===== config.mk =====
export PLATFORM = sky130hd
export DESIGN_NAME = evsel_perf_counter
export DESIGN_NICKNAME = d
export VERILOG_FILES = /design/src/rtl/pmc_pkg.sv /design/src/rtl/pmc_event_qual.sv /design/src/rtl/pmc_count.sv /design/src/rtl/pmc_regs.sv /design/src/rtl/evsel_perf_counter.sv
export SDC_FILE = /design/constraint.sdc
export NUM_CORES = 1
export LEC_CHECK = 0
export BUFFER_PORTS_ARGS = -buffer_cell sky130_fd_sc_hd__buf_2
export CORE_ASPECT_RATIO = 1.25
export CORE_MARGIN = 2
export CORE_UTILIZATION = 45
export CTS_BUF_LIST = sky130_fd_sc_hd__clkbuf_4 sky130_fd_sc_hd__clkbuf_8
export DETAILED_ROUTE_END_ITERATION = 10
export HOLD_SLACK_MARGIN = 0.02
export PLACE_DENSITY = 0.76
export SLEW_MARGIN = 20
export SYNTH_ARGS = -nofsm -noshare
export SYNTH_HDL_FRONTEND = slang
export SYNTH_HIERARCHICAL = 1
export SYNTH_SLANG_ARGS = --single-unit

===== constraint.sdc =====
create_clock -name clk -period 7.76 [get_ports clk]
set_clock_uncertainty 0.05 [all_clocks]
set_input_delay 0.776 -clock clk [delete_from_list [all_inputs] [get_ports clk]]
set_output_delay 0.776 -clock clk [all_outputs]
set_load 0.005 [all_outputs]

===== src/rtl/pmc_pkg.sv =====
package pmc_pkg;
  localparam int EVW  = 8;
  localparam int NSTB = 11;
  localparam int IDXW = $clog2(NSTB);

  localparam logic [1:0] ADDR_SEL   = 2'd0;
  localparam logic [1:0] ADDR_CTRL  = 2'd1;
  localparam logic [1:0] ADDR_COUNT = 2'd2;
  localparam logic [1:0] ADDR_STAT  = 2'd3;

  // strobes gated by the condition-pass flag: data read, data write, exception return
  localparam logic [NSTB-1:0] COND_MASK = NSTB'(11'b000_0001_0011);

  typedef enum logic [1:0] {RULE_NONE, RULE_STROBE, RULE_CYCLE} rule_e;

  typedef struct packed {
    rule_e           rule;
    logic [IDXW-1:0] idx;
  } ev_map_t;

  function automatic ev_map_t decode_event(input logic [EVW-1:0] code);
    ev_map_t m;
    m.rule = RULE_STROBE;
    m.idx  = '0;
    case (code)
      8'h06: m.idx = IDXW'(0);
      8'h07: m.idx = IDXW'(1);
      8'h08: m.idx = IDXW'(2);
      8'h09: m.idx = IDXW'(3);
      8'h0A: m.idx = IDXW'(4);
      8'h0D: m.idx = IDXW'(5);
      8'h10: m.idx = IDXW'(6);
      8'h11: m.rule = RULE_CYCLE;
      8'h40: m.idx = IDXW'(7);
      8'h41: m.idx = IDXW'(8);
      8'h42: m.idx = IDXW'(9);
      8'h43: m.idx = IDXW'(10);
      default: m.rule = RULE_NONE;
    endcase
    return m;
  endfunction
endpackage


===== src/rtl/pmc_event_qual.sv =====
module pmc_event_qual
  import pmc_pkg::*;
(
  input  logic            clk,
  input  logic            rst_n,
  input  logic [EVW-1:0]  sel,
  input  logic [NSTB-1:0] stb,
  input  logic            cond_pass,
  input  logic            en,
  output logic            inc
);
  logic [NSTB-1:0] qual;
  ev_map_t         map;
  logic            hit;

  for (genvar i = 0; i < NSTB; i++) begin : g_qual
    if (COND_MASK[i]) begin : g_gated
      assign qual[i] = stb[i] & cond_pass;
    end else begin : g_raw
      assign qual[i] = stb[i];
    end
  end

  always_comb begin
    map = decode_event(sel);
    case (map.rule)
      RULE_STROBE: hit = qual[map.idx];
      RULE_CYCLE:  hit = 1'b1;
      default:     hit = 1'b0;
    endcase
  end

  assign inc = en & hit;

  // reserved window never produces an increment
  a_r6_reserved_quiet: assert property (@(posedge clk) disable iff (!rst_n)
    (sel >= 8'h13 && sel <= 8'h3F) |-> !inc);
  // no increment while disabled
  a_r7_needs_enable: assert property (@(posedge clk) disable iff (!rst_n)
    !en |-> !inc);
  // condition-gated codes stay quiet on a failed condition
  a_r2_cond_gate: assert property (@(posedge clk) disable iff (!rst_n)
    ((sel == 8'h06 || sel == 8'h07 || sel == 8'h0A) && !cond_pass) |-> !inc);
endmodule


===== src/rtl/pmc_count.sv =====
module pmc_count #(
  parameter int CNT_W = 32
) (
  input  logic             clk,
  input  logic             rst_n,
  input  logic             inc,
  input  logic             swrst,
  output logic [CNT_W-1:0] count,
  output logic             wrap
);
  localparam logic [CNT_W-1:0] CNT_MAX = '1;

  always_ff @(posedge clk or negedge rst_n) begin
    if (!rst_n)      count <= '0;
    else if (swrst)  count <= '0;
    else if (inc)    count <= count + 1'b1;
  end

  assign wrap = inc & ~swrst & (count == CNT_MAX);

  // software reset wins
  a_r8_reset_zero: assert property (@(posedge clk) disable iff (!rst_n)
    swrst |=> (count == '0));
  // idle cycles hold the count
  a_r7_idle_hold: assert property (@(posedge clk) disable iff (!rst_n)
    (!inc && !swrst) |=> $stable(count));
  // at most one step per cycle
  a_r7_single_step: assert property (@(posedge clk) disable iff (!rst_n)
    1'b1 |=> (count == $past(count) || count == CNT_W'($past(count) + 1'b1) || count == '0));
endmodule


===== src/rtl/pmc_regs.sv =====
module pmc_regs
  import pmc_pkg::*;
#(
  parameter int CNT_W = 32
) (
  input  logic             clk,
  input  logic             rst_n,
  input  logic             wr_en,
  input  logic [1:0]       addr,
  input  logic [31:0]      wdata,
  input  logic [CNT_W-1:0] count,
  input  logic             ovf_set,
  output logic [EVW-1:0]   sel,
  output logic             en,
  output logic             swrst,
  output logic [31:0]      rdata
);
  logic ovf;
  logic wr_sel, wr_ctrl, ovf_clr;
  logic unused_wdata;

  assign wr_sel  = wr_en && addr == ADDR_SEL;
  assign wr_ctrl = wr_en && addr == ADDR_CTRL;
  assign ovf_clr = wr_en && addr == ADDR_STAT && wdata[0];
  assign swrst   = wr_ctrl && wdata[1];
  assign unused_wdata = ^wdata[31:EVW];

  always_ff @(posedge clk or negedge rst_n) begin
    if (!rst_n) begin
      sel <= '0;
      en  <= 1'b0;
      ovf <= 1'b0;
    end else begin
      if (wr_sel)  sel <= wdata[EVW-1:0];
      if (wr_ctrl) en  <= wdata[0];
      if (ovf_set)      ovf <= 1'b1;
      else if (ovf_clr) ovf <= 1'b0;
    end
  end

  always_comb begin
    rdata = '0;
    case (addr)
      ADDR_SEL:   rdata[EVW-1:0]   = sel;
      ADDR_CTRL:  rdata[0]         = en;
      ADDR_COUNT: rdata[CNT_W-1:0] = count;
      default:    rdata[0]         = ovf;
    endcase
  end

  // flag is sticky without a clear
  a_r9_ovf_sticky: assert property (@(posedge clk) disable iff (!rst_n)
    (ovf && !ovf_clr) |=> ovf);
  // a wrap always leaves the flag set
  a_r9_set_wins: assert property (@(posedge clk) disable iff (!rst_n)
    ovf_set |=> ovf);
  // select only moves on its own write
  a_r10_sel_hold: assert property (@(posedge clk) disable iff (!rst_n)
    !wr_sel |=> $stable(sel));
endmodule


===== src/rtl/evsel_perf_counter.sv =====
module evsel_perf_counter
  import pmc_pkg::*;
#(
  parameter int CNT_W = 32
) (
  input  logic            clk,
  input  logic            rst_n,
  input  logic [NSTB-1:0] ev_strobe,
  input  logic            ev_cond_pass,
  input  logic            reg_wr_en,
  input  logic [1:0]      reg_addr,
  input  logic [31:0]     reg_wdata,
  output logic [31:0]     reg_rdata
);
  logic [EVW-1:0]   sel;
  logic             en, swrst, inc, wrap;
  logic [CNT_W-1:0] count;

  pmc_regs #(.CNT_W(CNT_W)) u_regs (
    .clk(clk), .rst_n(rst_n), .wr_en(reg_wr_en), .addr(reg_addr),
    .wdata(reg_wdata), .count(count), .ovf_set(wrap),
    .sel(sel), .en(en), .swrst(swrst), .rdata(reg_rdata)
  );

  pmc_event_qual u_qual (
    .clk(clk), .rst_n(rst_n), .sel(sel), .stb(ev_strobe),
    .cond_pass(ev_cond_pass), .en(en), .inc(inc)
  );

  pmc_count #(.CNT_W(CNT_W)) u_count (
    .clk(clk), .rst_n(rst_n), .inc(inc), .swrst(swrst),
    .count(count), .wrap(wrap)
  );
endmodule


# After elaboration in Yosys (flattened, before gate mapping)
# Cells that the tools add are included.
# Widths: inputs -> output; s select.
dict set report word_totals {
  reg_bits 42
  latch_bits 0
  ram_bits 0
  mem_bits_ro 0
  elab_cells 52
  mem_count 0
}
dict set report classes {
  addsub 1
  multipliers 0
  n_div 0
  magnitude_cmp 1
  eq_ne 18
  shifts 0
  mux 12
  n_bitwise 7
  n_reduce_logical 9
}
# cell count
set op_table {}
lappend op_table {{$mux 32} 2}
lappend op_table {{$pmux 4 s10} 1}
lappend op_table {{$add 32x1->32 const B} 1}
lappend op_table {{$eq 32x32->1 const B} 1}
lappend op_table {{$eq 8x4->1 const B} 4}
lappend op_table {{$eq 8x7->1 const B} 4}
lappend op_table {{$mux 24} 1}
lappend op_table {{$eq 8x3->1 const B} 2}
lappend op_table {{$eq 8x5->1 const B} 2}
lappend op_table {{$pmux 7 s2} 1}
lappend op_table {{$reduce_or 11->1} 1}
lappend op_table {{$and 1x1->1} 6}
lappend op_table {{$eq 2x2->1 const B} 3}
lappend op_table {{$logic_and 1x1->1} 5}
lappend op_table {{$lt 4x5->1 const B} 1}
lappend op_table {{$bmux 1 s4} 1}
lappend op_table {{$eq 2x1->1 const B} 2}
lappend op_table {{$pmux 2 s2} 1}
lappend op_table {{$reduce_bool 2->1} 2}
lappend op_table {{$mux 1} 3}
lappend op_table {{$pmux 1 s3} 1}
lappend op_table {{$logic_not 2->1} 1}
lappend op_table {{$pmux 1 s2} 1}
lappend op_table {{$not 1->1} 1}

# Logic depth before layout (Yosys ltp)
# Gate-level depths: netlist (run 1).
dict set report logic_depth {
  word_depth 9
  depth_mapped 17
}

# By module
# The synthesis (run 1) kept the hierarchy.
# module n_inst cells_per_inst area_per_inst_um2 seq_area_each_um2
set by_module_without_submodules {}
lappend by_module_without_submodules {pmc_count 1 175 1661.6 800.8}
lappend by_module_without_submodules {pmc_regs 1 69 703.2 250.2}
lappend by_module_without_submodules {pmc_event_qual 1 52 430.4 0.0}

# Worst setup path after synthesis (run 1)
# OpenSTA, ideal clock, no wires.
dict set report synth_path {
  kind {flip-flop to flip-flop}
  from {register u_regs.sel[5]}
  to {register u_count.count[30]}
  arrival_time_ns 4.163
  required_time_ns 7.632
  setup_slack_ns 3.469
  path_stages_with_launch 13
  path_buffers 1
  period_less_slack_ns 4.291
  cell_sequence {dfrtp_1 > or4_4 > or4b_2 > inv_1 > ha_1 > or2_2 > a221oi_2 > a2111oi_2 > nand4_4 > or4_1 > buf_2 > or4_1 > a21oi_1}
}
dict set report synth_between {
  elab_chain_cells 7
  word_cells_on_any_way 22
  classes_between {eq/ne (14); mux (5); bitwise (1); reduce/logical (2)}
}
# element line_no
set synth_rtl {}
lappend synth_rtl {{start, declared} pmc_regs.sv:13} ;# output logic [EVW-1:0] sel,
lappend synth_rtl {{start signal, assigned} pmc_regs.sv:34} ;# if (wr_sel) sel <= wdata[EVW-1:0];
lappend synth_rtl {{$eq 8x7->1, or another cell as far along} pmc_pkg.sv:25} ;# case (code)
lappend synth_rtl {{$pmux 4 s10 or $reduce_or 11->1 (tied branches)} n/a}
lappend synth_rtl {{$bmux 1 s4 or $pmux 2 s2 (tied branches)} {pmc_event_qual.sv:27, pmc_pkg.sv:25}}
lappend synth_rtl {{$mux 1 (not written as such), or another cell as far along} pmc_event_qual.sv:27} ;# RULE_STROBE: hit = qual[map.idx];
lappend synth_rtl {{$pmux 1 s2 (*)} pmc_event_qual.sv:26} ;# case (map.rule)
lappend synth_rtl {{$and 1x1->1 (*)} pmc_event_qual.sv:33} ;# assign inc = en & hit;
lappend synth_rtl {{named net inc} evsel_perf_counter.sv:16} ;# logic en, swrst, inc, wrap;
lappend synth_rtl {{$reduce_bool 2->1 (no source line) (*)} n/a}
lappend synth_rtl {{end signal, assigned} pmc_count.sv:16} ;# else if (inc) count <= count + 1'b1;
lappend synth_rtl {{end, declared} pmc_count.sv:8} ;# output logic [CNT_W-1:0] count,
# Mark *: on every way through the listed nets, which the timed path passes. The rest lies on a longest branch. The select of a mux whose other input is x is not followed.
# A chain may end at the register's enable or synchronous reset.

# Final worst setup path (run 1)
dict set report layout_path {
  from {register u_regs.sel[5]}
  to {register u_count.count[25]}
}
# Same word-level chain as after synthesis.

==> impl_metrics.ini, run 1 <==
[status]
status = finished, final reports clean

[detailed_routing]
detail_route.first_pass.iterations = 4
ant_nets = 0
avgViaCountPerCell = 5.63
dr.first_iter.drc_count = 130
vias = 2420
wirelength_mm = 6.39
drc_errors = 0
wl_per_cell_um = 14.9

[floorplanning]
core_um2 = 6090
dieArea_um2 = 6860
die_w_um = 74.5
rows = 32
fp.dieH_um = 92.1
pin_count = 81
start_util_pct = 45.9

[place]
gp_congestion = 0.895
io_buffers = 56
hpwlAfterDp_mm = 4.55
place_area_um2 = 3120

[power]
p_per_area_nw_per_um2 = 164
leakage_nw = 1.48
peakVddDrop_v = 0.0000747

[global_route]
grt.overflow.total = 0
grt_pass1_vias = 2314
grt_max_degree = 43
track_usage_pct = 19.8
antenna_found_initial = 0
grt_pass1_wl_mm = 10.8

[cts]
cts-resized-gates = 0
insertion_delay_ns = 0.30
cts_hold_buf = 0
cts_sinks = 42
cts_tree = yes
clk_path_buf_depth = 2
cts_root_buf = clkbuf_8
post_cts_buffers = 0
path_clk_slew_ns = 0.08
h-tree-depth = 2
tritoncts.num_buffers = 5

[setup_path]
crit_arrival_ns = 5.10
reg2reg_slack_ns = 2.83
critical-path-max-stage-delay_ns = 0.75
critPathLaunchType = flip-flop
cp.required_ns = 7.94
cp_cell_sequence = or4_4, or4b_2, inv_1, ha_1, or2_2, a221oi_2, a2111oi_2, and4_1, nand4_1, or4_1, a21oi_1
end_kind = flip-flop
slowest_stage = a2111oi_2
crit_fanout = 21
path_class = reg2reg

[timing]
finalSetupViolations = 0
hold_ws_ns = 0.438
hold_viol_final = 0
finalSetupTns_ns = 0
tightestPinTransition_ns = 0.930
rsz0062_at_grt = no
period_needed_ns = 4.93
finalCritPeriodShare_pct = 63.5
drv_slew = 0
relSlewSlack_pct = 38.0
fmax_mhz = 203

[logic_synthesis]
synth-edff-count = 0
synthCells = 296
synth_nets = 348
synthesis.area_um2 = 2800
ys_seq_area_share_pct = 37.6
postSynthAreaPerCell_um2 = 9.44
yosysWarnings = 6
synthFlopType = dfrtp_1
synthArstFlopShare_pct = 100
synth_seq_cells = 42
ys_types = 53

[min_path]
hold_path_class = reg2reg

[cells_and_area]
layout-drive-gt1-share_pct = 27.5
final_area_um2 = 3260
fin_nets = 396
n_antenna_cell = 0
area_growth_pct = 16.6

[run]
drv_cap = 0
==> through the flow <==
stage	utilization, %	instances	total power, mW	setup WS [ns]
floorplan	-	296	0.299	3.47
global placement	51.2	422	0.323	2.94
detailed placement	51.2	422	0.326	2.89
CTS	53.5	430	0.540	2.87
global route	53.5	430	0.561	2.51
finish	53.5	430	0.535	2.83
==> flip-flops by register name, summed over array words and instances (netlist names) <==
name,flops
u_count/count,32
u_regs/sel,8
u_regs/en,1
u_regs/ovf,1
==> critical path: cells and delay by family, from the launching register on <==
kind                     cells  cell delay (ns)
flip-flops                   1             0.46
adder cells (fa/ha/maj)      1             0.17
AO/OA/AOI/OAI                3             0.93
AND/OR/NAND/NOR              6             3.15
buffers and inverters        1             0.08
==> area by class of cell <==
class	instances	area, um2
clock buffer	6	82.6
timing repair buffer	57	288
fill	577	2830
clock inverter	2	60.1
inverter	8	30.0
multi-input combinational	230	1640
sequential	42	1050
tap	85	106
==> cells in the mapped netlist (all sizes together) (4+ instances only) <==
master / count / area (um2)
nand3: 9 / 45.0
a21oi: 20 / 100
buf: 6 / 38.8
nand2: 13 / 48.8
clkbuf: 10 / 37.5
mux2: 12 / 139
nand4: 11 / 90.1
xor2: 5 / 43.8
nor2: 23 / 86.3
nor4: 5 / 46.3
or3: 10 / 62.6
or4: 14 / 110
o21ai: 12 / 60.1
mux2i: 11 / 114
dfrtp: 42 / 1050
inv: 8 / 30.0
nand3b: 4 / 30.0
xnor2: 7 / 61.3
o31ai: 11 / 82.6
and4: 5 / 43.8
and2: 26 / 163
==> metal layers <==
layer	GRT usage, %	up-vias	part of all wire, %
li1	-	1179	-
met1	23.8	1176	42
met2	34.7	59	51
met3	3.52	6	5.1
met4	6.99	0	1.4
met5	0	-	0
==> cell usage in the layout (no fill, tap or decap), types with 3 or more instances in the layout <==
cell | synthesis | layout
a21oi_1 | 20 | 20
o21ai_0 | 11 | 11
and4_1 | 5 | 5
mux2i_1 | 10 | 10
mux2_2 | 11 | 11
buf_2 | 4 | 56
and3_1 | 3 | 3
or4_1 | 12 | 12
and2_1 | 26 | 26
nand2b_1 | 3 | 3
xor2_1 | 5 | 5
nand2_1 | 13 | 13
or3_1 | 10 | 10
nor4_1 | 4 | 4
ha_1 | 3 | 3
nor2_1 | 23 | 22
inv_1 | 8 | 8
dfrtp_1 | 42 | 42
nand4_1 | 9 | 9
clkbuf_8 | 0 | 6
nand3_1 | 9 | 9
nand3b_1 | 4 | 4
o31ai_1 | 11 | 11
xnor2_1 | 7 | 7
==> worst paths after layout <==
kind | startpoint | to | depth (start not counted)
min reg2reg | u_regs/ovf | u_regs/ovf | 1
min in group asynchronous | rst_n | u_count/count[10] | 1
max reg2reg | u_regs/sel[5] | u_count/count[25] | 11
max in group asynchronous | rst_n | u_count/count[20] | 1
max | u_regs/sel[5] | u_count/count[25] | 11
min | u_regs/ovf | u_regs/ovf | 1
==> where the power goes <==
group          internal [mW]  switching [mW]  leakage (nW)  total (mW)
Clock                  0.137          0.0766        0.0714       0.214
Sequential             0.228          0.0228         0.568       0.251
Combinational         0.0363          0.0340         0.839      0.0703
==> cell families after synthesis <==
kind of cell	synth area share, %
AOI/OAI and AO/OA	12.4
xor gates and xnor gates	3.76
adders and majority gates	1.34
buffers and inverters	3.81
DFF	37.6
muxes	9.85
and+or+nand+nor	31.3
Note: power is estimated with default switching activity, not from simulation.
==> run 2: changes to the inputs <==
PLACE_DENSITY = 0.79   (was 0.76)
clock period = 4.1 ns   (was 7.76 ns; I/O delays follow)
==> run 2 against run 1 <==
Effect of this change:
- core utilization rose by 1.1 points
- via count grew 3.7%
- critical path type unchanged
- sequential share of layout area shrank 0.66 points
- non-clock buffer count rose by 11
- flip-flop and latch count unchanged
- sequential power rose by 84%
- die area is the same
- final cell count up 2.6%
==> impl_metrics.ini, run 2 (same netlist as run 1, synthesis figures left out) <==
[detailed_routing]
wirelength_mm = 6.61
avgViaCountPerCell = 5.69
wl_per_cell_um = 15.0
drc_errors = 0
dr.first_iter.drc_count = 88
ant_nets = 0
detail_route.first_pass.iterations = 4
vias = 2509

[min_path]
hold_path_class = in2async

[cts]
tritoncts.num_buffers = 5
cts_tree = yes
path_clk_slew_ns = 0.08
cts_root_buf = clkbuf_8
insertion_delay_ns = 0.30
h-tree-depth = 2
cts_sinks = 42
clk_path_buf_depth = 2

[cells_and_area]
largest_reg_flops = 32
final_cell_mix = buf_2 (56), dfrtp_1 (42), and2_1 (26)
fin_nets = 407
top_register = u_count/count
n_antenna_cell = 0
area_growth_pct = 19.0
layout-drive-gt1-share_pct = 30.6
reg_top3 = u_count/count x32, u_regs/sel x8
layout_commonest_cell = buf_2

[setup_path]
critPathBufInv = 2
slowest_stage = or4_4
critPathLaunchType = flip-flop
crit_arrival_ns = 4.08
cp.required_ns = 4.27
cp_cell_sequence = or4_4, or4b_4, ha_1, nand2b_1, a2111oi_4, buf_4, and4_4, nand4_1, buf_6, or4_1, a21oi_1
end_kind = flip-flop
path_class = reg2reg
critical-path-max-stage-delay_ns = 0.58
path_delay_family = simple AND/OR/NAND/NOR gates
crit_fanout = 19

[timing]
period_needed_ns = 3.90
hold_viol_final = 0
finalSetupViolations = 0
hold_ws_ns = 0.200
finalSetupTns_ns = 0
rsz0062_at_grt = no
drv_slew = 0
finalCritPeriodShare_pct = 95.2
relSlewSlack_pct = 37.9
fmax_mhz = 256
tightestPinTransition_ns = 0.931

[floorplanning]
die_w_um = 74.5
rows = 32
start_util_pct = 45.9
dieArea_um2 = 6860
fp.dieH_um = 92.1
pin_count = 81
core_um2 = 6090

[global_route]
grt_pass1_wl_mm = 11.1
grt.overflow.total = 0
antenna_found_initial = 0
track_usage_pct = 20.5
grt_max_degree = 43
grt_pass1_vias = 2395

[power]
p_per_area_nw_per_um2 = 272
leakage_nw = 1.51
peakVddDrop_v = 0.000178

[place]
hpwlAfterDp_mm = 4.73
gp_congestion = 0.905
io_buffers = 56

[status]
status = finished, final reports clean

[run]
drv_cap = 0
-- run 2: report_power, final --
part	switching (mW)	internal, mW
Clock	0.145	0.135
Sequential	0.0311	0.431
Combinational	0.0842	0.0792
Total	0.260	0.646
-- run 2: through the flow --
stage / utilization (%) / std cells / area [um2] / setup WS (ns) / total power [mW]
6_report: 54.6 / 441 / 3330 / 0.195 / 0.906
5_1_grt: 54.6 / 441 / 3330 / 0.00928 / 0.955
4_1_cts: 54.3 / 440 / 3300 / 0.0963 / 0.913
3_5_place_dp: 52.7 / 432 / 3210 / 0.131 / 0.632
3_3_place_gp: 52.7 / 432 / 3210 / 0.185 / 0.628
2_1_floorplan: - / 296 / 2810 / 0.134 / 0.568
-- run 2: cell type report --
type                            instances  area [um2]
Tap cell                               85         106
Sequential cell                        42        1050
Fill cell                             599        2760
Timing Repair Buffer                   68         374
Clock buffer                            6        82.6
Clock inverter                          2        12.5
Multi-Input combinational cell        230        1670
Inverter                                8        30.0
-- run 2: final timing paths --
kind,start,endpoint,cells after the start,slack (ns)
max,u_regs/sel[3],u_count/count[27],11,0.20
min,rst_n,u_count/count[10],1,0.20
max reg2reg,u_regs/sel[3],u_count/count[27],11,0.20
min reg2reg,u_regs/ovf,u_regs/ovf,1,0.43
max in group asynchronous,rst_n,u_regs/sel[1],1,3.22
min in group clk,reg_wdata[3],u_regs/sel[3],2,0.29
-- run 2: layer usage --
layer,global-route usage (%),wire length (um),vias up
li1,-,-,1207
met1,26.8,2790,1227
met2,33.9,3390,65
met3,3.30,311,10
met4,6.85,114,0
met5,0,0,-
-- run 2: what timing repair did --
item | in CTS | in global routing
setup endpoints to repair | 0 | 16
hold buffers | 0 | 0
setup buffers | 0 | 1
gates resized for setup | 0 | 5
==> run 3: changes to the inputs <==
BUFFER_PORTS_ARGS = not set   (was -buffer_cell sky130_fd_sc_hd__buf_2)
DONT_BUFFER_PORTS = 1   (was not set)
PLACE_DENSITY = 0.67   (was 0.79)
==> run 3 against run 2 <==
Effect of this change:
- critical path depth stayed put
- clock power is 9.3% lower
- register-to-register slack hardly changed
- routed wire length is 6.0% lower
- combinational power is 13% lower
- flip-flop and latch count stayed put
- non-clock buffer count is 55 lower
- largest power group unchanged
- highest routed layer unchanged
==> impl_metrics.ini, run 3 (same netlist as run 1, synthesis figures left out) <==
[global_route]
track_usage_pct = 19.3
grt_pass1_vias = 2097
antenna_found_initial = 0
grt_max_degree = 43
grt.overflow.total = 0
grt_pass1_wl_mm = 10.4

[place]
io_buffers = 0
place_area_um2 = 2910
gp_congestion = 0.938
hpwlAfterDp_mm = 4.41

[detailed_routing]
wirelength_mm = 6.21
wl_per_cell_um = 16.1
avgViaCountPerCell = 5.91
detail_route.first_pass.iterations = 4
drc_errors = 0
ant_nets = 0
dr.first_iter.drc_count = 85
vias = 2277

[cells_and_area]
top_register = u_count/count
nFillCells = 599
area_growth_pct = 9.04
n_antenna_cell = 0
reg_top3 = u_count/count x32, u_regs/sel x8
final_cell_mix = dfrtp_1 (42), and2_1 (26), nor2_1 (22)
layout_commonest_cell = dfrtp_1
layout-drive-gt1-share_pct = 17.3
largest_reg_flops = 32
fin_nets = 352
final_area_um2 = 3050

[cts]
cts_root_buf = clkbuf_8
clk_path_buf_depth = 2
insertion_delay_ns = 0.29
path_clk_slew_ns = 0.08
cts_tree = yes
cts_sinks = 42
tritoncts.num_buffers = 5
h-tree-depth = 2

[power]
peakVddDrop_v = 0.000152
p_per_area_nw_per_um2 = 281
leakage_nw = 1.25

[timing]
relSlewSlack_pct = 46.3
tightestPinTransition_ns = 0.805
finalSetupTns_ns = 0
hold_viol_final = 0
rsz0062_at_grt = no
period_needed_ns = 3.91
finalSetupViolations = 0
finalCritPeriodShare_pct = 95.3
fmax_mhz = 256
drv_slew = 0

[setup_path]
critPathBufInv = 2
crit_fanout = 9
critPathLaunchType = flip-flop
crit_arrival_ns = 4.08
slowest_stage = or4_4
path_delay_family = simple AND/OR/NAND/NOR gates
cp.required_ns = 4.27
cp_cell_sequence = or4_4, or4b_4, ha_1, nand2b_1, a2111oi_4, buf_4, nand4_4, or4_4, buf_4, or3_1, a21oi_1
critical-path-max-stage-delay_ns = 0.58
path_class = reg2reg
end_kind = flip-flop

[floorplanning]
die_w_um = 74.5
rows = 32
fp.dieH_um = 92.1
core_um2 = 6090
start_util_pct = 45.9
dieArea_um2 = 6860
pin_count = 81

[min_path]
hold_path_class = in2reg

[status]
status = finished, final reports clean

[run]
drv_cap = 0
run 3: cell types whose count changed in the layout (fill, tap and decap cells not counted), sizes merged:
cell	previous run	this run
buf	68	12
dlygate4sd3	0	1
clkbuf	6	5
clkinvlp	1	0
clkinv	1	2
run 3: per-layer routing:
layer / vias up / global-route usage [%] / share of wire (%)
li1: 1101 / - / -
met1: 1103 / 25.7 / 44
met2: 63 / 31.0 / 49
met3: 10 / 3.30 / 5.0
met4: 0 / 7.14 / 2.1
met5: - / 0 / 0
run 3: repair_timing:
action,in CTS,in global routing
hold buffers,2,0
gates resized for setup,0,4
buffers inserted,0,2
endpoints found under the setup margin,0,16
endpoints found under the hold margin,42,0
run 3: power by group:
| part | leakage, nW | total (mW) | switching (mW) | internal [mW] |
|---|---|---|---|---|
| clock | 0.0438 | 0.254 | 0.140 | 0.114 |
| sequential | 0.568 | 0.461 | 0.0299 | 0.431 |
| combinational | 0.636 | 0.142 | 0.0728 | 0.0695 |
| total | 1.25 | 0.858 | 0.242 | 0.615 |
run 3: worst register-to-register path, delay by kind of cell, from the launching register on:
family,cells,cell delay [ns]
AOI/OAI and AO/OA,2,0.51
adders and majority gates,1,0.28
buffers and inverters,2,0.38
DFF,1,0.38
and+or+nand+nor,6,2.25
run 3: final timing paths:
path / start / to / slack [ns] / depth (start not counted)
setup reg to reg: u_regs/sel[3] / u_count/count[22] / 0.19 / 11
hold reg to reg: u_regs/ovf / u_regs/ovf / 0.44 / 1
max in group asynchronous: rst_n / u_count/count[16] / 3.27 / 2
setup / recovery: u_regs/sel[3] / u_count/count[22] / 0.19 / 11
hold / removal: reg_wdata[0] / u_regs/en / 0.21 / 1
min in group asynchronous: rst_n / u_count/count[1] / 0.52 / 2
run 3: stage by stage:
step	setup WS [ns]	hold slack, ns	util [%]	power, mW	instances
floorplan	0.134	0.0644	-	0.568	296
global placement	0.140	0.0657	47.8	0.599	374
detailed placement	0.0866	0.0652	47.8	0.601	374
CTS	0.0597	0.206	49.6	0.867	383
global route	0.000961	0.190	50.1	0.909	385
finish	0.192	0.213	50.1	0.858	385
run 3: area by class of cell:
type / count / area [um2] / area share, %
inverters: 8 / 30.0 / 0.985
well taps: 85 / 106 / 3.49
clock inverters: 2 / 10.0 / 0.328
repair buffers: 13 / 116 / 3.82
multi-input cells: 230 / 1670 / 54.6
clock buffers: 5 / 68.8 / 2.26
flip-flops and latches: 42 / 1050 / 34.5
